### config.mk
export PLATFORM = sky130hd
export DESIGN_NAME = can_bit_timer
export DESIGN_NICKNAME = d
export VERILOG_FILES = /design/src/rtl/can_bit_timer.sv
export SDC_FILE = /design/constraint.sdc
export NUM_CORES = 1
export LEC_CHECK = 0
export ABC_CLOCK_PERIOD_IN_PS = 3400
export BUFFER_PORTS_ARGS = -buffer_cell sky130_fd_sc_hd__buf_2
export CORE_ASPECT_RATIO = 1.5
export CORE_MARGIN = 2
export CORE_UTILIZATION = 28
export CTS_CLUSTER_DIAMETER = 50
export CTS_CLUSTER_SIZE = 40
export DETAILED_ROUTE_END_ITERATION = 12
export PLACE_DENSITY_LB_ADDON = 0.08
export SYNTH_ARGS = -nofsm -noshare
export SYNTH_HDL_FRONTEND = slang
export SYNTH_SLANG_ARGS = --single-unit
### constraint.sdc
create_clock -name clk -period 3.4 [get_ports clk]
set_clock_uncertainty 0.2 [all_clocks]
set_input_delay 0.17 -clock clk [delete_from_list [all_inputs] [get_ports clk]]
set_output_delay 0.17 -clock clk [all_outputs]
set_load 0.01 [all_outputs]
### src/rtl/can_bit_timer.sv
module can_bit_timer #(
  parameter int BRP_W = 6,
  parameter int TS1_W = 4,
  parameter int TS2_W = 3,
  parameter int CFG_W = 16,
  parameter int TS1_LSB = 8,
  parameter int TS2_LSB = 12
) (
  input  logic             clk,
  input  logic             rst,
  input  logic             en,
  input  logic             cfg_wr,
  input  logic [CFG_W-1:0] cfg_data,
  output logic             tq_tick,
  output logic             sync_pulse,
  output logic             sample_pulse,
  output logic             bit_end,
  output logic             cfg_bad
);
  localparam int PC_W = BRP_W + 1;
  localparam int Q_W  = $clog2((1 << TS1_W) + (1 << TS2_W) + 3);

  logic [CFG_W-1:0] act, pend;
  logic             pend_v;
  logic [PC_W-1:0]  pcnt;
  logic [Q_W-1:0]   qcnt;

  wire [BRP_W-1:0] brp = act[BRP_W-1:0];
  wire [TS1_W-1:0] ts1 = act[TS1_LSB +: TS1_W];
  wire [TS2_W-1:0] ts2 = act[TS2_LSB +: TS2_W];

  wire [Q_W-1:0] t1q = Q_W'(ts1);
  wire [Q_W-1:0] t2q = Q_W'(ts2);

  wire legal = (ts2 != '0) && (t2q <= t1q) &&
               !(ts2 == TS2_W'(1) && brp == '0);
  wire run   = en && legal;

  wire [PC_W-1:0] plast = {brp, 1'b1};
  wire [Q_W-1:0]  qlast = t1q + t2q + Q_W'(2);

  assign cfg_bad      = !legal;
  assign tq_tick      = run && (pcnt == plast);
  assign bit_end      = tq_tick && (qcnt == qlast);
  assign sample_pulse = tq_tick && (qcnt == t1q + Q_W'(1));
  assign sync_pulse   = run && (pcnt == '0) && (qcnt == '0);

  always_ff @(posedge clk) begin
    if (rst) begin
      act    <= '0;
      pend   <= '0;
      pend_v <= 1'b0;
    end else if (!run) begin
      if (cfg_wr) act <= cfg_data;
      pend_v <= 1'b0;
    end else if (bit_end) begin
      if (cfg_wr)      act <= cfg_data;
      else if (pend_v) act <= pend;
      pend_v <= 1'b0;
    end else if (cfg_wr) begin
      pend   <= cfg_data;
      pend_v <= 1'b1;
    end
  end

  always_ff @(posedge clk) begin
    if (rst || !run) begin
      pcnt <= '0;
      qcnt <= '0;
    end else if (tq_tick) begin
      pcnt <= '0;
      qcnt <= bit_end ? '0 : qcnt + Q_W'(1);
    end else begin
      pcnt <= pcnt + PC_W'(1);
    end
  end
endmodule


Word level (Yosys, flattened, before mapping)
Cells that the tools add are included.

Register bits: 43. Input port bits: 20. Output and inout bits: 5. Logic and storage cells: 47.

Add/sub/neg operators: 5. $lt $le $gt $ge: 1. Equality and inequality tests: 6. Muxes and demuxes: 6. Bitwise operators: 2. Reductions and logical operators: 22.

Operators with widths (number): $mux 15 (5); $eq 5x5->1 (2); $logic_and 1x1->1 (9); $add 7x1->7 const B (1); $eq 7x7->1 (1); $logic_not 7->1 (1); $logic_not 6->1 (1); $reduce_and 3->1 (2); $add 4x1->5 const B (1); $add 4x3->5 (1); $add 5x1->5 const B (1); $add 5x2->5 const B (1); $logic_not 5->1 (1); $mux 5 (1); $le 3x4->1 (1); $eq 3x1->1 const B (1); $logic_not 1->1 (3); $ne 3x2->1 const B (1); $reduce_bool 3->1 (1); $reduce_or 3->1 (1); $ne 2x2->1 const B (1); $not 1->1 (2); $reduce_bool 2->1 (1); $reduce_or 2->1 (1); $logic_or 1x1->1 (1).

Longest topological paths before layout
Gate-level depths: netlist of run 1.

Depth after elaboration: 9. Depth in mapped cells: 12. Depth with buffers taken out: 11.

Worst setup path before layout of run 1
Ideal clock, no wire load.

Kind: register to register. Start point: reg act[9]. End point: reg act[8]. Setup time: 0.128 ns. Arrival: 2.691 ns. Data required time: 3.072 ns. Setup slack: 0.382 ns. Stages on the path, launching flop included: 13. Path buffers: 1. Clock period less this slack: 3.018 ns. Cell sequence: dfxtp_1 -> inv_1 -> ha_1 -> inv_1 -> ha_1 -> fa_1 -> xnor3_1 -> nand4_2 -> a2111oi_4 -> o22ai_4 -> buf_6 -> mux2i_1 -> nor2_1.

Word-level cells in the longest chain between the ends: 8. Elaborated cells between the ends (all ways): 14. Classes of those cells: add/sub (2); order compare (1); eq/ne (3); mux (1); reduce/logical (7).

RTL lines: from (decl) (RTL line 23) `logic [CFG_W-1:0] act, pend;`; from (signal assigned) (RTL line 54) `if (cfg_wr) act <= cfg_data;`; from (signal assigned) (RTL line 57) `if (cfg_wr) act <= cfg_data;`; from (signal assigned) (RTL line 58) `else if (pend_v) act <= pend;`; parallel branches: the longest is 8 deep, another holds $add 4x3->5.

Several ways; the timed one is not identified. A chain may end at the register's enable or synchronous reset.

Final worst setup path of run 1
Start point: reg act[9]. End point: reg act[1].

Same word-level chain as after synthesis.

==> results.tsv, run 1 <==
metric	value	unit
global-route wire length before repair	8.659	mm
combinational share of power	23.1	%
Die Span X	77.07	µm
CP Capture Type	flip-flop	
Layout area overhead	23.27	%
CTS sink cnt	39	
Yosys top cell by area	dfxtp_1	
max-cap violation count	0	
DIE AREA	0.008754	mm²
Die Ht	113.6	µm
FF+latch count, synth	39	
DR iter-0 viols	37	
Worst Tran Pin Value	0.6721	ns
Max FO, Critical Path	18	
Slew Viols, Final	0	
storage element area	780.7	µm²
layout cell share with drive strength beyond 1	17.33	%
initial antenna violation count	0	
Worst R2R Path Depth	11	
Hold Path Class	input pin to flip-flop	
CP top delay family	adder cells	
unrepaired setup endpoints after global routing	no	
asr flop ratio synth	0	%
placed wire-length estimate	3.701	mm
CP Cell Sequence	inv_1, ha_1, inv_1, ha_1, fa_1, xnor3_1, nand4_2, a2111oi_4, o22ai_4, mux2i_1, nor2_1	
Main synth FF type	dfxtp_1	
area of the multi-input gates	0.001338	mm²
net load switching power	370.0	µW
post-CTS setup buffers	0	
Hold Fails Final Rpt	0	
Fmax	0.3177	GHz
Synthesized Nets	274	
WL/cell	13.31	µm
DRT Pass-1 Iters	4	
placed instance area	0.002464	mm²
worst relative slew slack	55.19	%
Final Cell Area	0.002764	mm²
Crit path arrival time	3.09	ns
worst hold start	rst	
CTS max path bufs	2	
Total Routing Usage GR	12.76	%
vias in the first global route	1773	
critical path type	flip-flop to flip-flop	
EDFF count, synth	0	
cells after synthesis	239	
final setup fails	0	
Crit-path slowest cell	o22ai_4	
outcome	completed	
post-synthesis cell type count	42	
final WL	5.084	mm
Final Wtd Congestion	0.7515	
Ant. Diodes	0	
FILL cells	891	
Min Hold Slack	0.2044	ns
static leakage	0.001110	µW
Rows	40	
grt ovf	0	
CP peak stage delay	0.54	ns
H-tree Lvls	2	
placed cells	360	
Starting Density	28.35	%
YS warnings	0	
clock-pin slew on the worst setup and hold paths	0.06	ns
post-synth top area share	34.82	%
clock share of power	38.2	%
Post-Syn Area	0.002242	mm²
final net count	311	
CP bufs+invs	2	
num ports	25	
largest net degree at the start of global routing	34	
Mean Syn Cell Area	9.381	µm²
post-layout worst setup margin	0.2527	ns
final non-filler cell total	382	
Net Sw Frac	28.29	%
critical path startpoint category	flip-flop	
PD cells	473.2	mW/mm²
Setup WS pre-CTS	0.07700	ns
leading cell types in the layout, fill and taps excluded	39 x dfxtp_1, 36 x nor2_1, 22 x mux2i_1, 21 x buf_2, 18 x xnor2_1	
core area	0.007908	mm²
Cell Int Power	938.0	µW
worst skew pair latency	0.28	ns
hold depth	2	
CP startpoint	act[9]$_SDFFE_PP0P_	
crit path time final	3.147	ns
sequential share of power	38.7	%
PortBufs	21	
largest cells by area after synthesis	dfxtp_1 35%, mux2i_1 9.8%, ha_1 7.8%	
post-route ant nets	0	
Worst R2R Start	act[9]$_SDFFE_PP0P_	
drc violations	0	
total negative slack	0	ns
Via density	4.513	
routed via count	1724	
register area share after synthesis	34.82	%
commonest non-fill, non-tap cell in the layout	dfxtp_1	
number of CTS-inserted buffers	5	
Tcrit/Tclk final	92.57	%
VDD IR-drop max	320.3	µV
CTS tree	built	
worst path required time	3.34	ns
Stages on worst setup path	11	
Root Driver	clkbuf_16	
-- power by group through the flow --
| stage | registers (µW) | clock network, µW | logic, µW |
|---|---|---|---|
| final | 507 | 499 | 302 |
| after global routing | 512 | 533 | 342 |
| after CTS | 508 | 521 | 308 |
| after detailed placement | 518 | 0 | 293 |
| after global placement | 518 | 0 | 291 |
| after floorplan | 513 | 0 | 226 |
-- metal layers --
| metal | GRT usage (%) | wire length, µm |
|---|---|---|
| met5 | 0 | 0 |
| met4 | 6.905 | 112 |
| met3 | 2.848 | 168 |
| met2 | 22.57 | 2544 |
| met1 | 14.17 | 2257 |
-- flip-flops by register name, summed over array words and instances, names as in the netlist --
register	cells
act	13
pend	13
pcnt	7
qcnt	5
pend_v	1
-- synthesized netlist by cell type (2+ instances only) --
library cell / count
a211oi_1: 12
a21o_1: 2
a21oi_1: 2
a31oi_1: 2
and3_1: 3
buf_4: 3
clkbuf_1: 7
dfxtp_1: 39
ha_1: 14
inv_1: 17
mux2_2: 7
mux2i_1: 22
nand3_1: 6
nand4_1: 2
nor2_1: 36
nor2b_1: 5
nor3_1: 10
o2111ai_1: 2
o21ai_0: 2
or2_2: 2
or3_1: 2
or4_1: 2
xnor2_1: 18
xor2_1: 4
-- stage by stage --
stage	util, %	total power (µW)
6_report	34.95	1308
5_1_grt	34.95	1387
4_1_cts	34.91	1337
3_5_place_dp	31.16	811.2
3_3_place_gp	31.16	809.1
2_1_floorplan	-	739.3
-- cell families (layout without fill, tap and decap cells) --
family | count (synthesis) | count (layout) | synth area share (%)
buffers and inverters | 28 | 66 | 5.525
multiplexers | 30 | 30 | 13.84
AND/OR/NAND/NOR | 77 | 77 | 17.47
XOR/XNOR | 23 | 23 | 9.598
adder cells (fa/ha/maj) | 15 | 15 | 8.705
AO/OA/AOI/OAI | 27 | 27 | 10.04
flip-flops | 39 | 39 | 34.82
-- final cells by class --
type | instances | area share (%)
multi-input combinational | 172 | 48.39
sequential | 39 | 28.25
clock buffer | 8 | 5.659
tap | 105 | 4.753
inverter | 17 | 2.309
timing repair buffer | 41 | 10.64
-- what timing repair did --
item / 4_1_cts / 5_1_grt
resized for setup: 0 / 1
setup endpoints to repair: 0 / 23
hold endpoints to repair: 14 / 0
hold buffers: 14 / 0
-- final timing paths --
kind | end | slack, ns
max reg2reg | act[1]$_SDFFE_PP0P_ | 0.25
min reg2reg | pend[14]$_SDFFE_PP0P_ | 0.29
max | act[1]$_SDFFE_PP0P_ | 0.25
min | pend[3]$_SDFFE_PP0P_ | 0.20
No activity file was read; power rests on OpenSTA's default activity.
==> run 2, diff against run 1 <==
--- a/config.mk
+++ b/config.mk
@@ -9,11 +9,12 @@
 export BUFFER_PORTS_ARGS = -buffer_cell sky130_fd_sc_hd__buf_2
 export CORE_ASPECT_RATIO = 1.5
 export CORE_MARGIN = 2
-export CORE_UTILIZATION = 28
+export CORE_UTILIZATION = 40
 export CTS_CLUSTER_DIAMETER = 50
 export CTS_CLUSTER_SIZE = 40
 export DETAILED_ROUTE_END_ITERATION = 12
 export PLACE_DENSITY_LB_ADDON = 0.08
+export SKIP_CTS_REPAIR_TIMING = 1
 export SYNTH_ARGS = -nofsm -noshare
 export SYNTH_HDL_FRONTEND = slang
 export SYNTH_SLANG_ARGS = --single-unit
==> results.tsv, run 2 (synthesis gave the netlist of run 1 again) <==
metric	value	unit	change
outcome	completed		
area of the multi-input gates	0.001355	mm²	+1.3%
critical path startpoint category	flip-flop		
number of CTS-inserted buffers	5		unchanged
Starting Density	41.14	%	+13 points
worst relative slew slack	57.22	%	+2.0 points
DIE AREA	0.006233	mm²	-29%
Final Wtd Congestion	0.8088		+7.6%
hold depth	3		+1
static leakage	0.001092	µW	-1.6%
Max FO, Critical Path	8		-10
Min Hold Slack	0.01349	ns	-0.1909 ns
CTS tree	built		
Worst R2R Path Depth	12		+1
placed wire-length estimate	3.332	mm	-10%
CTS max path bufs	2		unchanged
CTS sink cnt	39		unchanged
worst path required time	3.36	ns	+0.02 ns
DRT Pass-1 Iters	4		unchanged
critical path type	flip-flop to flip-flop		
Layout area overhead	20.14	%	
clock-pin slew on the worst setup and hold paths	0.08	ns	+0.02 ns
total negative slack	0	ns	unchanged
Rows	33		-18%
Die Span X	65.13	µm	-15%
global-route wire length before repair	7.914	mm	-8.6%
storage element area	783.3	µm²	+0.32%
PortBufs	21		unchanged
layout cell share with drive strength beyond 1	19.42	%	+2.1 points
max-cap violation count	0		unchanged
Ant. Diodes	0		unchanged
Crit path arrival time	3.14	ns	+0.05 ns
Worst R2R Start	act[9]$_SDFFE_PP0P_		
final WL	4.772	mm	-6.1%
Via density	4.991		+11%
Hold Fails Final Rpt	0		unchanged
worst r2r dst	act[14]$_SDFFE_PP0P_		
crit path time final	3.187	ns	+0.04000 ns
largest net degree at the start of global routing	34		unchanged
WL/cell	13.71	µm	+3.0%
leading cell types in the layout, fill and taps excluded	37 x dfxtp_1, 36 x nor2_1, 22 x mux2i_1, 21 x buf_2, 18 x xnor2_1		
initial antenna violation count	0		unchanged
worst hold start	cfg_wr		
worst reg-to-reg setup slack	0.21	ns	-0.04 ns
post-route ant nets	0		unchanged
vias in the first global route	1631		-8.0%
worst skew pair latency	0.29	ns	about the same
drc violations	0		unchanged
Worst Tran Pin Value	0.6417	ns	-0.03041 ns
VDD IR-drop max	240.7	µV	-25%
CP Capture Type	flip-flop		
Min-Delay Endpoint	pend_v$_SDFFE_PP0P_		
DR iter-0 viols	40		+8.1%
Slew Viols, Final	0		unchanged
unrepaired setup endpoints after global routing	no		
Root Driver	clkbuf_8		
routed via count	1737		+0.75%
Fmax	0.3137	GHz	-1.3%
FILL cells	577		-35%
top flop regs	act: 13 flops, pend: 13 flops, pcnt: 7 flops		
commonest non-fill, non-tap cell in the layout	dfxtp_1		
final net count	312		+0.32%
Total Routing Usage GR	16.69	%	+3.9 points
final setup fails	0		unchanged
Hold Path Class	input pin to flip-flop		
H-tree Lvls	2		unchanged
num ports	25		unchanged
PD cells	436.4	mW/mm²	-7.8%
Die Ht	95.70	µm	-16%
grt ovf	0		unchanged
Tcrit/Tclk final	93.74	%	+1.2 points
core area	0.005450	mm²	-31%
==> run 2: metrics by stage <==
stage | instance area (µm²) | setup WS [ns] | cells | power [µW] | utilization [%]
finish | 2694 | 0.2127 | 348 | 1175 | 49.43
global route | 2694 | 0.03136 | 348 | 1257 | 49.43
CTS | 2516 | 0.08329 | 332 | 1170 | 46.17
detailed placement | 2412 | 0.09751 | 324 | 806.1 | 44.26
global placement | 2412 | 0.1445 | 324 | 801.0 | 44.26
floorplan | 2242 | 0.3817 | 239 | 739.3 | -
==> run 2: report_power, final <==
part	internal [µW]	total, µW	switching, µW
logic	150	314	165
clock network	185	355	170
registers	485	506	21.1
==> run 2: area by class of cell <==
cell class,instances,share of cell area (%)
Clock inverter,1,0.2787
Inverter,17,2.369
Timing Repair Buffer,41,11.15
Clock buffer,7,3.576
Multi-Input combinational cell,173,50.30
Tap cell,70,3.251
Sequential cell,39,29.08
==> run 2: worst max-delay path, cell delays in order (launching register included) <==
cell       delay [ns]
dfxtp_2          0.35
inv_1            0.07
ha_1             0.30
inv_1            0.05
ha_1             0.20
fa_1             0.40
xnor3_1          0.30
nand4_2          0.15
a2111oi_4        0.41
o22ai_4          0.22
buf_4            0.19
mux2i_1          0.13
nor2_1           0.05
==> run 2: how the worst max path moves through the flow <==
stage / depth (start not counted) / to / from
after floorplan: 12 / act[8]$_SDFFE_PP0P_ / act[9]$_SDFFE_PP0P_
after global placement: 11 / act[9]$_SDFFE_PP0P_ / act[9]$_SDFFE_PP0P_
after detailed placement: 11 / act[11]$_SDFFE_PP0P_ / act[9]$_SDFFE_PP0P_
after CTS: 11 / act[11]$_SDFFE_PP0P_ / act[9]$_SDFFE_PP0P_
after global routing: 12 / act[4]$_SDFFE_PP0P_ / act[9]$_SDFFE_PP0P_
final: 12 / act[14]$_SDFFE_PP0P_ / act[9]$_SDFFE_PP0P_
==> run 2: metal layers <==
metal	up-vias	wire [µm]	track usage, %
li1	903	-	-
met5	-	0	0
met2	22	2364	28.09
met3	4	123	3.392
met4	0	75	7.292
met1	808	2208	20.60
